File: config.mk
export PLATFORM = sky130hd
export DESIGN_NAME = commit_diff_compressor
export DESIGN_NICKNAME = d
export VERILOG_FILES = /design/src/rtl/ccz_pkg.sv /design/src/rtl/ccz_window.sv /design/src/rtl/ccz_diff.sv /design/src/rtl/ccz_queue.sv /design/src/rtl/commit_diff_compressor.sv
export SDC_FILE = /design/constraint.sdc
export NUM_CORES = 1
export LEC_CHECK = 0
export CAP_MARGIN = 40
export CORE_MARGIN = 10
export CORE_UTILIZATION = 37
export CTS_CLUSTER_DIAMETER = 50
export DETAILED_ROUTE_END_ITERATION = 8
export GPL_ROUTABILITY_DRIVEN = 0
export PLACE_DENSITY = 0.58
export SYNTH_ARGS = -nofsm -noshare
export SYNTH_HDL_FRONTEND = slang
export SYNTH_SLANG_ARGS = --single-unit
File: constraint.sdc
create_clock -name clk -period 8.1 [get_ports clk]
set_input_delay 0.81 -clock clk [delete_from_list [all_inputs] [get_ports clk]]
set_output_delay 0.81 -clock clk [all_outputs]
set_load 0.1 [all_outputs]
File: src/rtl/ccz_pkg.sv
package ccz_pkg;

  typedef enum logic [1:0] {
    OUT_NONE  = 2'd0,
    OUT_EVENT = 2'd1,
    OUT_QUEUE = 2'd2
  } out_sel_e;

endpackage

File: src/rtl/ccz_window.sv
module ccz_window #(
  parameter int NF        = 4,
  parameter int FW        = 16,
  parameter int IDXW      = 16,
  parameter int MAX_MERGE = 32,
  localparam int CW       = $clog2(MAX_MERGE + 1)
) (
  input  logic               clk,
  input  logic               rst,
  input  logic               commit_valid,
  input  logic [NF*FW-1:0]   commit_fields,
  input  logic               flush,
  output logic               close,
  output logic [IDXW-1:0]    cl_first,
  output logic [IDXW-1:0]    cl_last,
  output logic [CW-1:0]      cl_count,
  output logic [NF*FW-1:0]   cl_fields,
  output logic [IDXW-1:0]    cur_idx
);

  logic [CW-1:0]    cnt;
  logic [CW-1:0]    cnt_nx;
  logic [IDXW-1:0]  idx;
  logic [IDXW-1:0]  first_q;
  logic [NF*FW-1:0] last_q;

  assign cnt_nx  = cnt + CW'(commit_valid);
  assign cur_idx = idx;

  always_comb begin
    close     = (commit_valid && (cnt_nx == CW'(MAX_MERGE))) ||
                (flush && (cnt_nx != '0));
    cl_first  = (cnt == '0) ? idx : first_q;
    cl_last   = commit_valid ? idx : (idx - IDXW'(1));
    cl_count  = cnt_nx;
    cl_fields = commit_valid ? commit_fields : last_q;
  end

  always_ff @(posedge clk) begin
    if (rst) begin
      cnt     <= '0;
      idx     <= '0;
      first_q <= '0;
      last_q  <= '0;
    end else begin
      idx <= idx + IDXW'(commit_valid);
      if (commit_valid) begin
        last_q <= commit_fields;
      end
      if (close) begin
        cnt <= '0;
      end else if (commit_valid) begin
        cnt <= cnt_nx;
        if (cnt == '0) begin
          first_q <= idx;
        end
      end
    end
  end

endmodule

File: src/rtl/ccz_diff.sv
module ccz_diff #(
  parameter int NF = 4,
  parameter int FW = 16
) (
  input  logic             clk,
  input  logic             rst,
  input  logic             close,
  input  logic [NF*FW-1:0] new_fields,
  output logic [NF-1:0]    mask,
  output logic [NF*FW-1:0] packed_vals
);

  logic [NF*FW-1:0] ref_q;
  logic             ref_valid;

  for (genvar g = 0; g < NF; g++) begin : g_cmp
    assign mask[g] = !ref_valid ||
                     (new_fields[g*FW +: FW] != ref_q[g*FW +: FW]);
  end

  always_comb begin
    int slot;
    slot        = 0;
    packed_vals = '0;
    for (int i = 0; i < NF; i++) begin
      if (mask[i]) begin
        packed_vals[slot*FW +: FW] = new_fields[i*FW +: FW];
        slot = slot + 1;
      end
    end
  end

  always_ff @(posedge clk) begin
    if (rst) begin
      ref_q     <= '0;
      ref_valid <= 1'b0;
    end else if (close) begin
      ref_q     <= new_fields;
      ref_valid <= 1'b1;
    end
  end

endmodule

File: src/rtl/ccz_queue.sv
module ccz_queue #(
  parameter int W     = 32,
  parameter int DEPTH = 4,
  localparam int AW   = $clog2(DEPTH)
) (
  input  logic         clk,
  input  logic         rst,
  input  logic         push,
  input  logic [W-1:0] din,
  input  logic         pop,
  output logic [W-1:0] dout,
  output logic         empty,
  output logic         full
);

  logic [W-1:0] mem [DEPTH];
  logic [AW:0]  wr_ptr;
  logic [AW:0]  rd_ptr;

  assign empty = (wr_ptr == rd_ptr);
  assign full  = (wr_ptr[AW-1:0] == rd_ptr[AW-1:0]) && (wr_ptr[AW] != rd_ptr[AW]);
  assign dout  = mem[rd_ptr[AW-1:0]];

  always_ff @(posedge clk) begin
    if (push) begin
      mem[wr_ptr[AW-1:0]] <= din;
    end
  end

  always_ff @(posedge clk) begin
    if (rst) begin
      wr_ptr <= '0;
      rd_ptr <= '0;
    end else begin
      if (push) wr_ptr <= wr_ptr + 1'b1;
      if (pop)  rd_ptr <= rd_ptr + 1'b1;
    end
  end

endmodule

File: src/rtl/commit_diff_compressor.sv
module commit_diff_compressor
  import ccz_pkg::*;
#(
  parameter int NF        = 4,
  parameter int FW        = 16,
  parameter int IDXW      = 16,
  parameter int EVW       = 8,
  parameter int MAX_MERGE = 32,
  parameter int QDEPTH    = 4,
  localparam int CW       = $clog2(MAX_MERGE + 1),
  localparam int EW       = 2*IDXW + CW + NF + NF*FW
) (
  input  logic             clk,
  input  logic             rst,
  input  logic             commit_valid,
  input  logic [NF*FW-1:0] commit_fields,
  input  logic             flush,
  input  logic             nde_valid,
  input  logic [EVW-1:0]   nde_code,
  output logic             rec_valid,
  output logic             rec_is_event,
  output logic [IDXW-1:0]  rec_first,
  output logic [IDXW-1:0]  rec_last,
  output logic [CW-1:0]    rec_count,
  output logic [NF-1:0]    rec_mask,
  output logic [NF*FW-1:0] rec_data,
  output logic [EVW-1:0]   rec_evcode
);

  logic             close;
  logic [IDXW-1:0]  cl_first;
  logic [IDXW-1:0]  cl_last;
  logic [CW-1:0]    cl_count;
  logic [NF*FW-1:0] cl_fields;
  logic [IDXW-1:0]  cur_idx;
  logic [NF-1:0]    d_mask;
  logic [NF*FW-1:0] d_vals;
  logic [EW-1:0]    q_din;
  logic [EW-1:0]    q_dout;
  logic             q_empty;
  logic             q_full;
  logic             q_pop;
  out_sel_e         sel;

  ccz_window #(.NF(NF), .FW(FW), .IDXW(IDXW), .MAX_MERGE(MAX_MERGE)) u_win (
    .clk(clk), .rst(rst), .commit_valid(commit_valid), .commit_fields(commit_fields),
    .flush(flush), .close(close), .cl_first(cl_first), .cl_last(cl_last),
    .cl_count(cl_count), .cl_fields(cl_fields), .cur_idx(cur_idx)
  );

  ccz_diff #(.NF(NF), .FW(FW)) u_diff (
    .clk(clk), .rst(rst), .close(close), .new_fields(cl_fields),
    .mask(d_mask), .packed_vals(d_vals)
  );

  assign q_din = {cl_first, cl_last, cl_count, d_mask, d_vals};

  ccz_queue #(.W(EW), .DEPTH(QDEPTH)) u_q (
    .clk(clk), .rst(rst), .push(close), .din(q_din), .pop(q_pop),
    .dout(q_dout), .empty(q_empty), .full(q_full)
  );

  always_comb begin
    if (nde_valid)     sel = OUT_EVENT;
    else if (!q_empty) sel = OUT_QUEUE;
    else               sel = OUT_NONE;
  end

  assign q_pop = (sel == OUT_QUEUE);

  always_ff @(posedge clk) begin
    if (rst) begin
      rec_valid    <= 1'b0;
      rec_is_event <= 1'b0;
      rec_first    <= '0;
      rec_last     <= '0;
      rec_count    <= '0;
      rec_mask     <= '0;
      rec_data     <= '0;
      rec_evcode   <= '0;
    end else begin
      unique case (sel)
        OUT_EVENT: begin
          rec_valid    <= 1'b1;
          rec_is_event <= 1'b1;
          rec_first    <= cur_idx;
          rec_last     <= cur_idx;
          rec_count    <= '0;
          rec_mask     <= '0;
          rec_data     <= '0;
          rec_evcode   <= nde_code;
        end
        OUT_QUEUE: begin
          rec_valid    <= 1'b1;
          rec_is_event <= 1'b0;
          {rec_first, rec_last, rec_count, rec_mask, rec_data} <= q_dout;
          rec_evcode   <= '0;
        end
        default: begin
          rec_valid    <= 1'b0;
        end
      endcase
    end
  end

endmodule

* Word-level counts from Yosys, hierarchy flattened
Memories as Yosys holds them, arrays and structs flattened. A register that Yosys moved wholly into a read port is not among the register bits.
Index checks and enable logic that the tools add are counted.
** Word-level totals
- Register bits after elaboration :: 289
- Memories :: 1
- Bits of input ports :: 77
- Output and inout port bits :: 116
- Memory bits (writable) :: 424
** Memories
- u_q.mem :: words 4, width 106, rd ports 1, clocked after memory_dff 1, wr ports 1, RTL line ccz_queue.sv:16 : logic [W-1:0] mem [DEPTH];
** Operators by class
- Multiplexer cells :: 27
- Reduce and logical (&&, ||, !) cells :: 14
- Shifts and indexed selects :: 6
- Bitwise operators :: 1
- Add/sub/neg operators :: 10
- Eq/ne operators :: 8
** Operators with widths (count)
- $mux W64 :: 4
- $bwmux W64 :: 3
- $shift A16 B33 Y64 const A :: 3
- $shiftx A16 B33 Y64 :: 3
- $pmux W64 S2 :: 1
- $neg A32 Y33 :: 2
- $ne A16 B16 Y1 :: 4
- $pmux W16 S2 :: 2
- $mux W16 :: 3
- $neg A5 Y33 :: 1
- $add A28 B2 Y28 const B :: 1
- $mux W28 :: 1
- $add A16 B1 Y16 :: 1
- $pmux W8 S2 :: 1
- $sub A16 B1 Y16 const B :: 1
- $pmux W6 S2 :: 1
- $mux W2 :: 5
- $pmux W4 S2 :: 1
- $add A3 B1 Y3 const B :: 2
- $add A6 B1 Y6 :: 1
- $eq A6 B6 Y1 const B :: 1
- $logic_not A6 Y1 :: 1
- $reduce_bool A6 Y1 :: 1
- $logic_or A1 B1 Y1 :: 5
- 12 further kinds :: 17

* Logic depth before layout (Yosys ltp)
- Depth after elaboration :: 12
- Gate-level depth with buffers :: 23
- Depth with buffers taken out :: 15

* Modules after synthesis
Synthesis repeated with hierarchy kept, for this count alone.
** Unflattened totals
- Cells, all modules :: 1954
- Area, all modules :: 29742.3 µm²
** By module, submodules not included
- ccz_queue :: cells an instance 594, times used 1, seq. area each 12892.4 µm², area each 15687.5 µm²
- commit_diff_compressor :: cells an instance 406, times used 1, seq. area each 2322.2 µm², area each 4742.0 µm²
- ccz_window :: cells an instance 463, times used 1, seq. area each 2042.0 µm², area each 4689.5 µm²
- ccz_diff :: cells an instance 491, times used 1, seq. area each 1301.2 µm², area each 4623.2 µm²

* Worst setup path before layout
No wires, ideal clock.
- Path type :: input -> register
- From :: in commit_valid
- To :: mem u_q.mem[1][0] (netlist name), enable pin
- Stages :: 12
- Data required time :: 7.623 ns
- Buffers on the path :: 8
- Arrival time :: 5.270 ns
- Library setup time :: 0.477 ns
- Setup slack :: 2.353 ns
- Cells stage by stage :: buf_6 -> buf_12 -> buf_8 -> buf_6 -> buf_2 -> inv_1 -> nor4_1 -> o22a_1 -> buf_2 -> clkbuf_1 -> clkbuf_1 -> and2_1
** On the way
- Word-level cells in the longest chain between the ends :: 6
- Elaborated cells between the ends (all ways) :: 8
** RTL lines
- start: declaration :: RTL line commit_diff_compressor.sv:15 : input logic commit_valid,
- $add A6 B1 Y6 :: RTL line ccz_window.sv:27 : assign cnt_nx = cnt + CW'(commit_valid);
- $eq A6 B6 Y1 / $reduce_bool A6 Y1 (equally long branches) :: RTL line ccz_window.sv:31, ccz_window.sv:32
- $logic_and A1 B1 Y1, on equally long branches :: RTL line ccz_window.sv:31, ccz_window.sv:32
- $logic_or A1 B1 Y1 (*) :: RTL line ccz_window.sv:31 : close = (commit_valid && (cnt_nx == CW'(MAX_MERGE))) ||
- $mux W1 (*) :: RTL line ccz_queue.sv:25 : if (push) begin
- $mux W1 (not written as such) (*) :: RTL line ccz_queue.sv:26 : mem[wr_ptr[AW-1:0]] <= din;
- end: declaration :: RTL line ccz_queue.sv:16
Every way passes the cells marked *; elsewhere a longest branch is shown, timed or not.

* Worst setup path in the final report
- From :: in commit_valid
- To :: mem u_q.mem[2][28] (netlist name), data pin
** On the way
- Word-level cells in the longest chain between the ends :: 12
- Elaborated cells between the ends (all ways) :: 29
** RTL lines
- $mux W64 (*) :: RTL line ccz_window.sv:36 : cl_fields = commit_valid ? commit_fields : last_q;
- $ne A16 B16 Y1 (*) :: RTL line ccz_diff.sv:18 : (new_fields[g*FW +: FW] != ref_q[g*FW +: FW]);
- $logic_or A1 B1 Y1 (*) :: RTL line ccz_diff.sv:17 : assign mask[g] = !ref_valid ||
- net d_mask[0] :: RTL line commit_diff_compressor.sv:36 : logic [NF-1:0] d_mask;
- $mux W1 (*) :: RTL line ccz_diff.sv:26 : if (mask[i]) begin
- $add A1 B1 Y2 / $neg A5 Y33 (equally long branches) :: RTL line ccz_diff.sv:28, ccz_diff.sv:27
- $mux W2, or another cell as far along :: RTL line ccz_diff.sv:26
- $add A28 B2 Y28, or another cell as far along :: RTL line ccz_diff.sv:28 : slot = slot + 1;
- $mux W28, or another cell as far along :: RTL line ccz_diff.sv:26
- $neg A32 Y33 / $bwmux W64 (equally long branches) :: RTL line ccz_diff.sv:27 : packed_vals[slot*FW +: FW] = new_fields[i*FW +: FW];
- $shiftx A16 B33 Y64, or another cell as far along :: RTL line ccz_diff.sv:27
- $bwmux W64 :: RTL line ccz_diff.sv:27
- $mux W64 (*) :: RTL line ccz_diff.sv:26
- net d_vals[28] :: RTL line commit_diff_compressor.sv:37 : logic [NF*FW-1:0] d_vals;
The timed path passes the listed nets; every way through them passes the cells marked *.

==> results.md <==
- Total half-perimeter wirelength after legalization and detailed placement: 54.8 mm
- Number of cells upsized or downsized after cts: 0
- Clock tree sinks: 715
- Placed standard-cell area: 0.0344 mm²
- Kind of critical path: input pin to flop
- Final setup violation count: 0
- Critical path fanouts, max: 76
- Fin nets: 2,471
- Final critical-path required period: 5.25 ns
- Main synth FF type: sky130_fd_sc_hd__edfxtp_1
- Total core area: 0.0775 mm²
- Count of antenna-violating nets left after detailed routing: 0
- Number of slew-limit violations in the final report: 0
- Initial Util: 37.3%
- Worst hold endpoint: rec_first[11]$_SDFFE_PP0P_
- Synth warnings: 0
- Uppermost layer routed: met4
- Most used standard cells in the synthesized netlist: sky130_fd_sc_hd__edfxtp_1, sky130_fd_sc_hd__dfxtp_1, sky130_fd_sc_hd__nor2_1
- Met3 WL post-DR: 5.84 mm
- Vias in the first global route: 18,700
- Die X: 299 µm
- Worst Setup End Kind: flop
- EDFF count, synth: 424
- Vertical die dimension: 299 µm
- Post-synth top area share: 44.1%
- GRT Resource Usage Total: 17.8%
- Tot Pwr: 10,700 µW
- Post-synth ARST share: 0%
- Hold bufs inserted after CTS: 0
- Power per Cell Area: 288 mW/mm²
- Final Routed Wirelength: 81.4 mm
- Clock root buffer: sky130_fd_sc_hd__clkbuf_16
- CTS buffer count: 83
- H-tree Lvls: 3
- Static leakage power: 0.0130 µW
- Most frequent cell after synthesis: sky130_fd_sc_hd__edfxtp_1
- Met1 wire length: 35.3 mm
- Hold depth: 2
- Worst Tran Pin Value: 0.932 ns
- Standard-cell row count: 102
- Final Hold Viols: 0
- Cells on worst reg2reg path: 14
- Largest net degree at the start of global routing: 109
- FF-to-FF Start: u_win.last_q[14]$_SDFF_PP0_
- Worst-case hold slack: 0.467 ns
- Input/output buffers: 192
- Synth area leader: sky130_fd_sc_hd__edfxtp_1
- Non-Filler Cell Area, Final: 0.0373 mm²
- Maximum buffer depth of the clock tree: 3
- Worst-skew pair later-pin latency: 0.64 ns
- Full die area: 0.0896 mm²
- Cells taking the most area after synthesis: sky130_fd_sc_hd__edfxtp_1, sky130_fd_sc_hd__dfxtp_1, sky130_fd_sc_hd__mux4_2
- Total negative slack: 0 ns
- Count of cell types in the netlist: 60
- Element type at the critical path start: input pin
- Worst supply voltage drop on vdd: 143 µV
- Drt pass-1 iters: 5
- Gate count after technology mapping: 2,058
- Post-detailed-route via-to-cell ratio: 5.34
- Utilization after layout: 48.1%
- Clock-pin slew of the registers on the worst-case setup and hold paths: 0.05 ns
- CTS tree: built
- Initial antenna violation count: 1
- Synthesized net count: 2,151
- Initial detailed-routing violation count: 1,688
- Overflow left after global routing: 0
- Setup repair bufs after CTS: 0
- Combined area of all synthesized cells: 0.0289 mm²
- Max-slew headroom at the worst pin: 37.9%
- Fraction of layout instances using a drive strength above 1: 20.3%
- Number of storage elements in the synthesis netlist: 715
- Outcome: finished, final reports clean
- Layout Area Growth over Synthesis: 29.1%
- Critical hold path startpoint: rec_first[11]$_SDFFE_PP0P_
- Global-route wire length before repair: 122 mm
- Max Cap Viol: 0
- Post-Route Skew: 0.0390 ns
- I/O pin count: 193
- DR WL met2: 37.6 mm
- Vias: 18,700
- Fmax achieved: 190 MHz
- Critical register-to-register path endpoint: u_q.mem[2][28]$_DFFE_PP_
- Post-Synthesis Mean Instance Area: 14.0 µm²
- Worst reg-to-reg setup slack: 3.42 ns
- Remaining design rule violation count: 0
- Final clock period utilization by the worst path: 64.8%
- Share of synthesized area occupied by flip-flops and latches: 64.3%
- Worst path arrival time: 5.56 ns
- Routed wirelength normalized by instance count: 23.3 µm
- Setup repair after global routing missed its margin: false
- Required time worst endpoint: 8.41 ns
- Min-Delay Path Class: flop to flop
[metrics by stage]
step                      setup WS, ns  std cells
after CTS                         2.89       3489
after global routing              2.49       3489
after floorplan                   2.35       2058
after global placement            2.05       3203
final                             2.85       3490
after detailed placement          2.22       3333
[flip-flops by register name, summed over array words and instances, names as in the netlist, named ones only]
name	cells
rec_last	16
u_q.mem	424
rec_data	64
u_diff.ref_valid	1
u_win.cur_idx	16
rec_evcode	8
u_diff.ref_q	64
u_win.cnt	6
rec_valid	1
u_q.wr_ptr	3
rec_is_event	1
u_win.first_q	16
rec_mask	4
rec_first	16
rec_count	6
u_win.last_q	64
u_q.rd_ptr	3
[cells in the final DEF (no fill, tap or decap), drive strengths merged, types with 26 or more instances in the layout]
cell type      instances
edfxtp               424
dfxtp                291
nor2                 199
clkdlybuf4s50        190
buf                  185
nand2                129
clkbuf               112
mux4                 106
xnor2                 92
mux2i                 83
a22o                  82
a211oi                81
nor3                  59
inv                   55
a31oi                 32
mux2                  27
nand3                 26
[cells by family after synthesis]
logic type | count (synthesis) | synth area share, %
xor gates and xnor gates | 102 | 3.09
adders and majority gates | 16 | 0.693
muxes | 216 | 12.3
DFF | 715 | 64.3
AOI/OAI and AO/OA | 314 | 8.52
buffers and inverters | 189 | 3.02
and+or+nand+nor | 506 | 8.08
[worst max path at each step]
stage	slack, ns	end	start
after floorplan	2.35	u_q.mem[1][0]$_DFFE_PP_	commit_valid
after global placement	2.05	u_q.mem[2][16]$_DFFE_PP_	commit_valid
after detailed placement	2.22	u_q.mem[3][27]$_DFFE_PP_	commit_valid
after CTS	2.89	u_q.mem[3][27]$_DFFE_PP_	commit_valid
after global routing	2.49	u_q.mem[3][31]$_DFFE_PP_	commit_valid
final	2.85	u_q.mem[2][28]$_DFFE_PP_	commit_valid
[cell type report]
cell class | count | area (µm²)
Fill cell | 6653 | 40200
Sequential cell | 715 | 18600
Multi-Input combinational cell | 1154 | 9500
Timing Repair Buffer | 375 | 4860
Clock buffer | 112 | 2370
Tap cell | 1040 | 1300
Clock inverter | 44 | 503
Inverter | 49 | 184
Antenna cell | 1 | 2.50
[routing by layer]
layer	vias to the layer above	global-route usage [%]
met5	-	0
met4	0	6.74
met1	9408	23.8
li1	8447	-
met2	658	27.7
met3	140	4.20
[where the power goes]
group | internal (µW) | total, µW | switching [µW]
Sequential | 4160 | 4320 | 158
Clock | 2340 | 3840 | 1500
Combinational | 1030 | 2560 | 1530
Total | 7530 | 10700 | 3190
[worst max-delay path: stages]
cell and delay [ns]:
sky130_fd_sc_hd__buf_6 0.19, sky130_fd_sc_hd__buf_16 0.39, sky130_fd_sc_hd__mux2i_2 0.37, sky130_fd_sc_hd__xnor2_1 0.14
sky130_fd_sc_hd__nor4_1 0.31, sky130_fd_sc_hd__nand4_1 0.30, sky130_fd_sc_hd__or2_2 0.45, sky130_fd_sc_hd__ha_1 0.38
sky130_fd_sc_hd__xor2_1 0.17, sky130_fd_sc_hd__buf_4 0.29, sky130_fd_sc_hd__ha_1 0.21, sky130_fd_sc_hd__ha_1 0.28
sky130_fd_sc_hd__inv_1 0.11, sky130_fd_sc_hd__o2111ai_4 0.27, sky130_fd_sc_hd__or2_1 0.61, sky130_fd_sc_hd__a21oi_1 0.26
No activity file was read; power rests on OpenSTA's default activity.
